<file path="config.mk">
export PLATFORM = sky130hd
export DESIGN_NAME = port_ctl_reg
export DESIGN_NICKNAME = d
export VERILOG_FILES = /design/src/rtl/psc_pkg.sv /design/src/rtl/psc_chg_flag.sv /design/src/rtl/psc_rst_timer.sv /design/src/rtl/port_ctl_reg.sv
export SDC_FILE = /design/constraint.sdc
export NUM_CORES = 1
export LEC_CHECK = 0
export ABC_AREA = 0
export CAP_MARGIN = 15
export CORE_MARGIN = 2
export CORE_UTILIZATION = 60
export CTS_BUF_LIST = sky130_fd_sc_hd__clkbuf_8 sky130_fd_sc_hd__clkbuf_16
export CTS_CLUSTER_DIAMETER = 150
export DETAILED_ROUTE_END_ITERATION = 16
export DONT_BUFFER_PORTS = 1
export PLACE_DENSITY = 0.86
export SLEW_MARGIN = 30
export SYNTH_ARGS = -nofsm -noshare
export SYNTH_HDL_FRONTEND = slang
export SYNTH_SLANG_ARGS = --single-unit
</file>
<file path="constraint.sdc">
create_clock -name clk -period 1.5 [get_ports clk]
set_clock_uncertainty 0.05 [all_clocks]
set_input_delay 0.15 -clock clk [delete_from_list [all_inputs] [get_ports clk]]
set_output_delay 0.15 -clock clk [all_outputs]
set_load 0.02 [all_outputs]
</file>
<file path="src/rtl/psc_pkg.sv">
// Field positions and shared codes for the port status/control word.
// Assumes a 32-bit word. Software decodes these positions, so they are fixed.
package psc_pkg;
    localparam int WORD_W    = 32;
    localparam int B_CONN    = 0;
    localparam int B_EN      = 1;
    localparam int B_OC      = 3;
    localparam int B_RST     = 4;
    localparam int B_PLS_LO  = 5;
    localparam int B_PLS_HI  = 8;
    localparam int B_PWR     = 9;
    localparam int B_SPD_LO  = 10;
    localparam int B_SPD_HI  = 13;
    localparam int B_IND_LO  = 14;
    localparam int B_IND_HI  = 15;
    localparam int B_STB     = 16;
    localparam int B_CHG_LO  = 17;
    localparam int B_CHG_HI  = 23;
    localparam int B_WAKE_LO = 25;
    localparam int B_WAKE_HI = 27;
    localparam int B_REM     = 30;
    localparam int NUM_CHG   = B_CHG_HI - B_CHG_LO + 1;
    localparam int PLS_W     = B_PLS_HI - B_PLS_LO + 1;

    // Change-flag index, in the order of the flags in the word.
    typedef enum logic [2:0] {
        CHG_CONN = 3'd0, CHG_EN = 3'd1, CHG_WARM = 3'd2, CHG_OC = 3'd3,
        CHG_RST  = 3'd4, CHG_LINK = 3'd5, CHG_L1 = 3'd6
    } chg_e;

    localparam logic [PLS_W-1:0] LS_U0     = 4'd0;
    localparam logic [PLS_W-1:0] LS_U3     = 4'd3;
    localparam logic [PLS_W-1:0] LS_RESUME = 4'd15;
endpackage

</file>
<file path="src/rtl/psc_chg_flag.sv">
// One sticky change flag. A set event raises it, and a write of 1 clears it.
// Assumes set_i and clr_i are synchronous single-cycle qualifiers. Set wins over clear.
module psc_chg_flag (
    input  logic clk,
    input  logic rst_n,
    input  logic set_i,
    input  logic clr_i,
    output logic flag_o
);
    logic flag_q;

    // Hold the flag: set has priority over clear.
    always_ff @(posedge clk) begin
        if (!rst_n)     flag_q <= 1'b0;
        else if (set_i) flag_q <= 1'b1;
        else if (clr_i) flag_q <= 1'b0;
    end

    assign flag_o = flag_q;

    p_w1c_r7: assert property (@(posedge clk) disable iff (!rst_n)
        (clr_i && !set_i) |=> !flag_o);
    p_set_wins_r8: assert property (@(posedge clk) disable iff (!rst_n)
        set_i |=> flag_o);
endmodule

</file>
<file path="src/rtl/psc_rst_timer.sv">
// Self-clearing port reset timer. Once started, busy_o stays high for RST_CYC cycles.
// done_o is high in the last of those cycles. A start while busy is ignored.
module psc_rst_timer #(
    parameter int RST_CYC = 20
) (
    input  logic clk,
    input  logic rst_n,
    input  logic start_i,
    output logic busy_o,
    output logic done_o
);
    localparam int CNT_W = (RST_CYC > 1) ? $clog2(RST_CYC) : 1;
    localparam logic [CNT_W-1:0] LOAD = CNT_W'(RST_CYC - 1);

    logic             busy_q;
    logic [CNT_W-1:0] cnt_q;

    // Load the counter on a start, count down while busy, and drop busy at zero.
    always_ff @(posedge clk) begin
        if (!rst_n) begin
            busy_q <= 1'b0;
            cnt_q  <= '0;
        end else if (busy_q) begin
            if (cnt_q == '0) busy_q <= 1'b0;
            else             cnt_q  <= cnt_q - 1'b1;
        end else if (start_i) begin
            busy_q <= 1'b1;
            cnt_q  <= LOAD;
        end
    end

    assign busy_o = busy_q;
    assign done_o = busy_q && (cnt_q == '0);

    p_start_r4: assert property (@(posedge clk) disable iff (!rst_n)
        (!busy_o && start_i) |=> busy_o);
    p_w0_noeffect_r4: assert property (@(posedge clk) disable iff (!rst_n)
        (!busy_o && !start_i) |=> !busy_o);
    p_end_r4: assert property (@(posedge clk) disable iff (!rst_n)
        done_o |=> !busy_o);
    p_hold_r4: assert property (@(posedge clk) disable iff (!rst_n)
        (busy_o && !done_o) |=> busy_o);
endmodule

</file>
<file path="src/rtl/port_ctl_reg.sv">
// Per-port status and control register for a USB root-hub port.
// Mixes read-only, read/write, write-1-to-set, write-1-to-clear, strobed and reserved fields.
// Assumes port inputs are synchronous to clk. Reads are combinational from the stored state.
module port_ctl_reg
    import psc_pkg::*;
#(
    parameter int RST_CYC = 20
) (
    input  logic              clk,
    input  logic              rst_n,
    input  logic              wr_en,
    input  logic [WORD_W-1:0] wr_data,
    output logic [WORD_W-1:0] rd_data,
    input  logic              conn_i,
    input  logic              ovc_i,
    input  logic [3:0]        speed_i,
    input  logic              removable_i,
    input  logic              warm_done_i,
    input  logic              l1_evt_i,
    output logic              port_active_o
);
    localparam int SPD_W  = B_SPD_HI - B_SPD_LO + 1;
    localparam int IND_W  = B_IND_HI - B_IND_LO + 1;
    localparam int WAKE_W = B_WAKE_HI - B_WAKE_LO + 1;

    logic              conn_q, ovc_q, rem_q, en_q, pwr_q;
    logic [SPD_W-1:0]  spd_q;
    logic [PLS_W-1:0]  pls_q;
    logic [IND_W-1:0]  ind_q;
    logic [WAKE_W-1:0] wake_q;
    logic              rst_busy, rst_done, conn_fall, stb_wr;
    logic [NUM_CHG-1:0] chg_set, chg_clr, chg_q;
    logic              unused_wr_bits;

    assign conn_fall = conn_q && !conn_i;
    assign stb_wr    = wr_en && wr_data[B_STB];

    // Sample the read-only status inputs.
    always_ff @(posedge clk) begin
        if (!rst_n) begin
            conn_q <= 1'b0;
            ovc_q  <= 1'b0;
            spd_q  <= '0;
            rem_q  <= 1'b0;
        end else begin
            conn_q <= conn_i;
            ovc_q  <= ovc_i;
            spd_q  <= speed_i;
            rem_q  <= removable_i;
        end
    end

    // Plain read/write fields: the written value replaces the old one.
    always_ff @(posedge clk) begin
        if (!rst_n) begin
            pwr_q  <= 1'b0;
            ind_q  <= '0;
            wake_q <= '0;
        end else if (wr_en) begin
            pwr_q  <= wr_data[B_PWR];
            ind_q  <= wr_data[B_IND_HI:B_IND_LO];
            wake_q <= wr_data[B_WAKE_HI:B_WAKE_LO];
        end
    end

    // Link state is taken only when the strobe bit is set in the same write.
    always_ff @(posedge clk) begin
        if (!rst_n)      pls_q <= LS_U0;
        else if (stb_wr) pls_q <= wr_data[B_PLS_HI:B_PLS_LO];
    end

    // Enable: set by reset completion; cleared by a write of 1 or by a disconnect.
    always_ff @(posedge clk) begin
        if (!rst_n)                                  en_q <= 1'b0;
        else if (rst_done)                           en_q <= 1'b1;
        else if ((wr_en && wr_data[B_EN]) || conn_fall) en_q <= 1'b0;
    end

    psc_rst_timer #(.RST_CYC(RST_CYC)) u_rst_timer (
        .clk     (clk),
        .rst_n   (rst_n),
        .start_i (wr_en && wr_data[B_RST]),
        .busy_o  (rst_busy),
        .done_o  (rst_done)
    );

    // Set events of the change flags, one per flag index.
    always_comb begin
        chg_set                = '0;
        chg_set[int'(CHG_CONN)] = conn_i ^ conn_q;
        chg_set[int'(CHG_EN)]   = conn_fall && en_q && !rst_done;
        chg_set[int'(CHG_WARM)] = warm_done_i;
        chg_set[int'(CHG_OC)]   = ovc_i ^ ovc_q;
        chg_set[int'(CHG_RST)]  = rst_done;
        chg_set[int'(CHG_LINK)] = stb_wr && (wr_data[B_PLS_HI:B_PLS_LO] != pls_q);
        chg_set[int'(CHG_L1)]   = l1_evt_i;
    end

    assign chg_clr = wr_en ? wr_data[B_CHG_HI:B_CHG_LO] : '0;

    for (genvar g = 0; g < NUM_CHG; g++) begin : g_chg
        psc_chg_flag u_flag (
            .clk    (clk),
            .rst_n  (rst_n),
            .set_i  (chg_set[g]),
            .clr_i  (chg_clr[g]),
            .flag_o (chg_q[g])
        );
    end

    // Assemble the read word; reserved bits and the strobe read zero.
    always_comb begin
        rd_data                       = '0;
        rd_data[B_CONN]               = conn_q;
        rd_data[B_EN]                 = en_q;
        rd_data[B_OC]                 = ovc_q;
        rd_data[B_RST]                = rst_busy;
        rd_data[B_PLS_HI:B_PLS_LO]    = pls_q;
        rd_data[B_PWR]                = pwr_q;
        rd_data[B_SPD_HI:B_SPD_LO]    = spd_q;
        rd_data[B_IND_HI:B_IND_LO]    = ind_q;
        rd_data[B_CHG_HI:B_CHG_LO]    = chg_q;
        rd_data[B_WAKE_HI:B_WAKE_LO]  = wake_q;
        rd_data[B_REM]                = rem_q;
    end

    assign port_active_o = en_q && (pls_q < LS_U3);

    assign unused_wr_bits = ^{wr_data[B_CONN], wr_data[2], wr_data[B_OC],
                              wr_data[B_SPD_HI:B_SPD_LO], wr_data[24],
                              wr_data[31:28]};

    p_ro_conn_r1: assert property (@(posedge clk) disable iff (!rst_n)
        1'b1 |=> (rd_data[B_CONN] == $past(conn_i)));
    p_strobe_gate_r3: assert property (@(posedge clk) disable iff (!rst_n)
        !stb_wr |=> $stable(rd_data[B_PLS_HI:B_PLS_LO]));
    p_done_enables_r5: assert property (@(posedge clk) disable iff (!rst_n)
        rst_done |=> (rd_data[B_EN] && rd_data[B_CHG_LO + int'(CHG_RST)]));
    p_en_w1c_r6: assert property (@(posedge clk) disable iff (!rst_n)
        (wr_en && wr_data[B_EN] && !rst_done) |=> !rd_data[B_EN]);
endmodule

</file>
==> impl_metrics.ini, run 1 <==
[sta]
max_freq_mhz = 702
relSlewSlack_pct = 44.4
period_share_pct = 95.0
hold_viol = 1
worst_pin_slew_ns = 0.831
min_period_ns = 1.42
setup-tns-final_ns = 0
setup_violations = 0
finalHoldWorstSlack_ns = -0.000916
maxSlewViolCount = 0

[placement]
dp_hpwl_um = 1830
dp_cells = 160
place.port_buffers = 0
place_congestion = 0.758

[setup_path]
worstSetupPathType = flip-flop to flip-flop
critPathLaunchType = flip-flop
end_kind = flip-flop
path_max_fanout = 4
arrival_ns = 1.53
required_ns = 1.60

[clocking]
cts_buffers = 5
clk_latency_ns = 0.28
clkTransAtPathRegs_ns = 0.06
clockRootBuffer = clkbuf_8
tritoncts = built
cts_buffer_depth = 2
htreeDepth = 2
cts.sinks = 31
cts_setup_buffers = 0

[power_and_ir_drop]
clock_power_share_pct = 41.1
p_int_mw = 1.53
pwr-share-seq_pct = 47.9
ir_worst_vdd_v = 0.000936
leakagePower_nw = 0.675
p_per_area_nw_per_um2 = 1220
switchingPower_mw = 0.494
p_sw_share_pct = 24.4
combPwrFrac_pct = 10.9

[route]
wirelength_um = 2980
ant_nets = 0
drt_first_pass_iters = 4
wl_per_cell_um = 15.7
drt_iter0_drc = 27
vias = 1047
drc_errors = 0
vias_per_cell = 5.54

[die]
core_area_um2 = 2230
die_area_um2 = 2780
rows = 17
initial_core_util_pct = 63.9
die_w_um = 52.8
die_y_um = 52.8
pin_count = 77

[logic_synthesis]
async_reset_ff_share_pct = 0
yosysSeqAreaShare_pct = 43.5
synth_edf_count = 0
synthCells = 150
synth_area_per_cell_um2 = 9.51
synth_flop_cell = dfxtp_1
yosysWarnings = 0
synth_top_area_cell = dfxtp_1
synth_top_area_share_pct = 43.5
synthTopCellsByArea = dfxtp_1, buf_4, a21boi_0
synth_seq_cells = 31
synth.distinct_cells = 34
synth_area_um2 = 1430

[global_routing]
antenna_found_initial = 0
grt_max_degree = 31
grt_pass1_wl_um = 4400
grtUsageTotal_pct = 23.2
overflow = 0
grt_pass1_vias = 1041

[flow_run]
cap_viol_max_count = 0

[finish]
instances_no_fill = 189
final_core_util_pct = 74.2
n_antenna_cell = 0
fin_nets = 206
synthToLayoutAreaGrowth_pct = 16.2
drive_gt1_share_pct = 10.6

[status]
violations = hold timing
outcome = finished, violations left

[worst_hold_path]
hp-class = input pin to flip-flop
==> worst max-delay path, cell delays in order, from the launching register on <==
cell and delay, ns:
dfxtp_1 0.33, inv_1 0.07, ha_1 0.22, nand3b_1 0.17
o311ai_1 0.32, a21boi_0 0.14
==> kinds of logic (layout without fill, tap and decap cells) <==
group / after synthesis / in the layout / share of synthesized area, %
other: 1 / 6 / 0.263
buffers and inverters: 32 / 38 / 14.6
AND/OR/NAND/NOR: 42 / 42 / 15.8
flip-flops: 31 / 31 / 43.5
adder cells (fa/ha/maj): 2 / 2 / 1.75
AO/OA/AOI/OAI: 31 / 31 / 16.8
multiplexers: 6 / 6 / 4.21
XOR/XNOR: 5 / 5 / 3.07
==> metrics by stage <==
| stage | power, mW | area [um^2] | setup slack, ns |
|---|---|---|---|
| 2_1_floorplan | 1.17 | 1450 | 0.254 |
| 3_3_place_gp | 1.14 | 1320 | 0.230 |
| 3_5_place_dp | 1.15 | 1320 | 0.167 |
| 4_1_cts | 2.03 | 1640 | 0.0189 |
| 5_1_grt | 2.12 | 1660 | -0.0309 |
| 6_report | 2.03 | 1660 | 0.0752 |
==> cell usage after synthesis, types with 3 or more instances <==
master / count
nor2b_1: 10
and2_1: 8
clkbuf_1: 3
o311ai_1: 3
nand2_1: 12
o21a_1: 3
dfxtp_1: 31
a21oi_1: 4
mux2i_1: 6
nand3_1: 4
inv_1: 6
a21boi_0: 10
buf_4: 21
xnor2_1: 4
==> routing by layer <==
| layer | wire [um] | global-route usage, % | vias to the layer above |
|---|---|---|---|
| li1 | - | - | 502 |
| met1 | 1070 | 20.2 | 483 |
| met2 | 1610 | 44.0 | 58 |
| met3 | 256 | 10.9 | 4 |
| met4 | 36 | 10.3 | 0 |
| met5 | 0 | 0 | - |
==> worst paths after layout <==
| path | to | cells after the start | slack [ns] | startpoint |
|---|---|---|---|---|
| min reg2reg | u_rst_timer.cnt_q[1] | 1 | 0.50 | u_rst_timer.cnt_q[1] |
| max | g_chg[1].u_flag.flag_o | 5 | 0.08 | u_rst_timer.cnt_q[0] |
| max reg2reg | g_chg[1].u_flag.flag_o | 5 | 0.08 | u_rst_timer.cnt_q[0] |
| min | pls_q[0] | 2 | -0.0009 | wr_data[5] |
==> registers in the layout, indices dropped and copies added (netlist names) <==
register / count
en_q: 1
spd_q: 4
pls_q: 4
ovc_q: 1
u_rst_timer.busy_o: 1
g_chg.u_flag.flag_o: 7
pwr_q: 1
wake_q: 3
ind_q: 2
conn_q: 1
rem_q: 1
u_rst_timer.cnt_q: 5
==> final cells by class <==
cell class | count | area, um^2
timing repair buffer | 24 | 235
multi-input combinational | 92 | 623
tap | 28 | 35.0
clock inverter | 2 | 35.0
clock buffer | 6 | 82.6
fill | 158 | 576
inverter | 6 | 22.5
sequential | 31 | 624
==> layout by cell type, fill, tap and decap left out, types with 2 or more instances in the layout <==
cell	n
and2_1	8
a21boi_0	10
o211a_1	2
dlygate4sd3_1	20
nand3b_1	2
nor3_1	2
dfxtp_2	3
ha_1	2
a21oi_1	4
mux2i_1	6
nand2_1	12
dfxtp_1	28
buf_4	3
clkbuf_8	6
conb_1	6
nand3_1	4
o21a_1	3
o21ai_0	2
o311ai_1	3
inv_1	6
nor2b_1	10
xnor2_1	4
==> repair_timing <==
action	4_1_cts	5_1_grt
pin swaps	0	0
hold buffers	20	1
endpoints found under the hold margin	31	1
resized for setup	1	3
setup endpoints to repair	1	3
==> power groups by stage <==
stage	Sequential, mW	Combinational (mW)	Clock (mW)
floorplan	0.944	0.230	0
global placement	0.982	0.153	0
detailed placement	0.986	0.165	0
CTS	0.968	0.216	0.844
global route	0.976	0.246	0.893
finish	0.970	0.222	0.833
No activity file was read; power rests on OpenSTA's default activity.
==> run 2, diff against run 1 <==
- GPL_TIMING_DRIVEN: unset -> 0
==> impl_metrics.ini, run 2 (same netlist as run 1, synthesis figures left out) <==
[sta]
maxSlewViolCount = 0
hold_viol = 0
setup-tns-final_ns = 0
setup_violations = 0
min_period_ns = 1.49
grt_setup_unrepaired = true
max_freq_mhz = 672
period_share_pct = 99.2

[setup_path]
cpPeakStageDelay_ns = 0.39
r2r_start = u_rst_timer.cnt_q[0]
worstSetupPathType = flip-flop to flip-flop
cp_num_cells = 5
critPathLaunchType = flip-flop
r2r_cells = 5
slowest_stage = o311ai_2
required_ns = 1.61
path_max_fanout = 4
arrival_ns = 1.60
critPathLaunch = u_rst_timer.cnt_q[0]
end_kind = flip-flop
path_buf_inv = 1
cp_top_family = compound AO/OA/AOI/OAI gates
crit_chain = inv_1 -> ha_2 -> nand3b_1 -> o311ai_2 -> a21boi_1

[finish]
final_core_util_pct = 81.8
fin_area_um2 = 1830
fin_nets = 228
synthToLayoutAreaGrowth_pct = 28.2
most-common-layout-cells = dfxtp_1, buf_4, dlygate4sd3_1, nand2_1, nor2b_1
n_antenna_cell = 0
drive_gt1_share_pct = 20.2
final_common_cell = dfxtp_1
largest_reg_flops = 7

[die]
die_y_um = 52.8
die_area_um2 = 2780
rows = 17
core_area_um2 = 2230
die_w_um = 52.8
pin_count = 77
initial_core_util_pct = 63.9

[clocking]
cts_buffers = 5
cts_buffer_depth = 2
clockRootBuffer = clkbuf_8
cts.sinks = 31
htreeDepth = 2
tritoncts = built
cts_setup_buffers = 0
clk_latency_ns = 0.29
clkTransAtPathRegs_ns = 0.06

[global_routing]
grt_max_degree = 11
antenna_found_initial = 0
grt_pass1_vias = 1181
grt_pass1_wl_um = 5000
overflow = 0
grtUsageTotal_pct = 25.9

[placement]
placed_cell_area_um2 = 1490
place_congestion = 0.699
dp_hpwl_um = 2040
place.port_buffers = 0

[route]
vias = 1151
drt_iter0_drc = 16
drc_errors = 0
vias_per_cell = 5.45
wirelength_um = 3330
wl_per_cell_um = 15.8
drt_first_pass_iters = 4
ant_nets = 0

[worst_hold_path]
hold-path-cell-count = 2
worstHoldStart = wr_data[27]
hp-class = input pin to flip-flop

[power_and_ir_drop]
ir_worst_vdd_v = 0.00109
p_per_area_nw_per_um2 = 1150
leakagePower_nw = 0.767
finalPower_mw = 2.10

[flow_run]
cap_viol_max_count = 0

[status]
outcome = completed
## run 2: cell types whose count changed in the layout (fill, tap and decap cells not counted), moves of 2 or more
| cell | delta |
|---|---|
| dfxtp_2 | -2 |
| clkbuf_1 | +3 |
| buf_4 | +18 |
| dfxtp_1 | +2 |
## run 2: layer usage
layer	global-route usage, %	up-vias	wire (um)
li1	-	543	-
met1	25.5	532	1180
met2	45.8	64	1770
met3	8.29	12	291
met4	17.1	0	78
met5	0	-	0
## run 2: area by class of cell
| type | instances | area [um^2] |
|---|---|---|
| clock inverter | 2 | 35.0 |
| buffer | 26 | 185 |
| sequential | 31 | 622 |
| tap | 28 | 35.0 |
| fill | 138 | 405 |
| clock buffer | 6 | 82.6 |
| timing repair buffer | 20 | 200 |
| multi-input combinational | 92 | 646 |
| inverter | 6 | 22.5 |
## run 2: power breakdown
part	leakage (nW)	internal (mW)	total (mW)	switching [mW]
sequential	0.256	0.876	0.940	0.0642
combinational	0.449	0.158	0.315	0.158
clock	0.0612	0.537	0.842	0.306
total	0.767	1.57	2.10	0.527
## run 2: stage by stage
stage / hold slack, ns / instances / setup slack (ns)
6_report: 0.000366 / 211 / 0.0115
3_3_place_gp: 0.225 / 183 / 0.207
2_1_floorplan: 0.222 / 155 / 0.254
4_1_cts: 0.000992 / 211 / 0.0452
5_1_grt: 0.0138 / 211 / -0.0691
3_5_place_dp: 0.226 / 183 / 0.0821
## run 2: timing repair
action,CTS,global route
setup endpoints to repair,1,2
gates resized for setup,1,4
hold buffers,20,0
pin swaps,0,3
endpoints found under the hold margin,17,0
## run 2: final timing paths
kind	slack, ns	endpoint
max reg2reg	0.01	g_chg[1].u_flag.flag_o
max	0.01	g_chg[1].u_flag.flag_o
min reg2reg	0.42	g_chg[0].u_flag.flag_o
min	0.0004	wake_q[2]
==> run 3, diff against run 2 <==
--- a/config.mk
+++ b/config.mk
@@ -13,2 +13,3 @@
 export CTS_CLUSTER_DIAMETER = 150
+export CTS_CLUSTER_SIZE = 16
 export DETAILED_ROUTE_END_ITERATION = 16
--- a/constraint.sdc
+++ b/constraint.sdc
@@ -4,2 +4,2 @@
 set_output_delay 0.15 -clock clk [all_outputs]
-set_load 0.02 [all_outputs]
+set_load 0.1 [all_outputs]
==> impl_metrics.ini, run 3 (same netlist as run 1, synthesis figures left out) <==
[sta]
hold_viol = 0
worst_pin_slew_ns = 0.966
setup_violations = 1
period_share_pct = 107
min_period_ns = 1.61
relSlewSlack_pct = 35.5
setup-tns-final_ns = -0.111
maxSlewViolCount = 0
fin_ws_ns = -0.111
grt_setup_unrepaired = true
max_freq_mhz = 621

[clocking]
cts_buffer_depth = 2
clkTransAtPathRegs_ns = 0.06
cts_buffers = 5
tritoncts = built
clockRootBuffer = clkbuf_8
clk_latency_ns = 0.28
cts.sinks = 31
htreeDepth = 2

[route]
wl_per_cell_um = 14.6
vias = 1124
drt_iter0_drc = 21
ant_nets = 0
drc_errors = 0
drt_first_pass_iters = 4
vias_per_cell = 5.38
wirelength_um = 3050

[setup_path]
critPathLaunchType = flip-flop
worstSetupEndpoint = port_active_o
slowest_stage = dfxtp_4
end_kind = output pin
required_ns = 1.30
r2r_start = wake_q[0]
critPathLaunch = pls_q[1]
rr_endpoint = wake_q[0]
arrival_ns = 1.41
r2r_slack_ns = 0.13
r2r_cells = 2
worstSetupPathType = flip-flop to output pin
path_max_fanout = 4
crit_chain = a2111oi_4 -> buf_8
cpPeakStageDelay_ns = 0.46

[global_routing]
grtUsageTotal_pct = 23.7
antenna_found_initial = 0
grt_max_degree = 11
grt_pass1_vias = 1111
overflow = 0
grt_pass1_wl_um = 4550

[finish]
synthToLayoutAreaGrowth_pct = 24.8
drive_gt1_share_pct = 20.4
most-common-layout-cells = dfxtp_1, buf_4, dlygate4sd3_1, nand2_1
largest_reg_flops = 7
fin_area_um2 = 1780
fin_nets = 226
final_common_cell = dfxtp_1
register_area_um2 = 637
multi_input_area_um2 = 636
fillers = 158
n_antenna_cell = 0

[placement]
placed_cell_area_um2 = 1530
place.port_buffers = 0
place_congestion = 0.711
dp_hpwl_um = 2150

[power_and_ir_drop]
ir_worst_vdd_v = 0.00108
p_per_area_nw_per_um2 = 1200
leakagePower_nw = 0.749

[flow_run]
cap_viol_max_count = 0

[status]
violations = setup timing
outcome = finished, violations left

[die]
pin_count = 77
rows = 17
initial_core_util_pct = 63.9
die_y_um = 52.8
die_w_um = 52.8
core_area_um2 = 2230
die_area_um2 = 2780

[worst_hold_path]
hp-class = input pin to flip-flop
hold-path-cell-count = 2
==> run 3: worst min-delay path by stage <==
stage	from	endpoint	slack, ns
2_1_floorplan	conn_i	conn_q	0.22
4_1_cts	wr_data[14]	ind_q[0]	0.002
5_1_grt	wr_data[14]	ind_q[0]	0.005
3_3_place_gp	conn_i	conn_q	0.22
3_5_place_dp	conn_i	conn_q	0.23
6_report	wr_data[14]	ind_q[0]	0.005
==> run 3: what timing repair did <==
action                                 4_1_cts  5_1_grt
setup endpoints to repair                    1        2
cloned                                       0        0
endpoints found under the hold margin       14        0
hold buffers                                17        0
gates resized for setup                      0        1
buffers inserted                             0        0
pin swaps                                    0        1
==> run 3: report_power, final <==
group | switching (mW) | total, mW | internal (mW)
clock network | 0.284 | 0.593 | 0.308
registers | 0.173 | 1.05 | 0.873
logic | 0.349 | 0.504 | 0.155
==> run 3: cell type report <==
cell class | instances | area share [%]
Sequential cell | 31 | 35.8
Multi-Input combinational cell | 92 | 35.7
Timing Repair Buffer | 18 | 10.4
Buffer | 26 | 10.4
Clock buffer | 5 | 3.87
Tap cell | 28 | 1.97
Inverter | 6 | 1.26
Clock inverter | 3 | 0.632
==> run 3: per-layer routing <==
layer / vias to the layer above / track usage (%) / routed length (um)
met3: 11 / 9.43 / 225
met5: - / 0 / 0
met1: 519 / 22.4 / 1130
met4: 0 / 13.7 / 77
met2: 53 / 42.5 / 1610
li1: 541 / - / -
==> run 3: through the flow <==
step / util [%] / setup WS (ns) / power (mW) / hold WS (ns) / std cells
floorplan: - / -0.392 / 1.48 / 0.222 / 155
global placement: 67.8 / -0.412 / 1.51 / 0.223 / 183
detailed placement: 68.5 / 0.0667 / 1.53 / 0.227 / 184
CTS: 79.7 / -0.119 / 2.15 / 0.00248 / 209
global route: 79.7 / -0.154 / 2.23 / 0.00524 / 209
finish: 79.7 / -0.111 / 2.14 / 0.00523 / 209
==> run 3: critical path, delay by kind of cell (launching register included) <==
family / cells / cell delay (ns)
flops: 1 / 0.46
compound gates: 1 / 0.43
buf+inv: 1 / 0.25
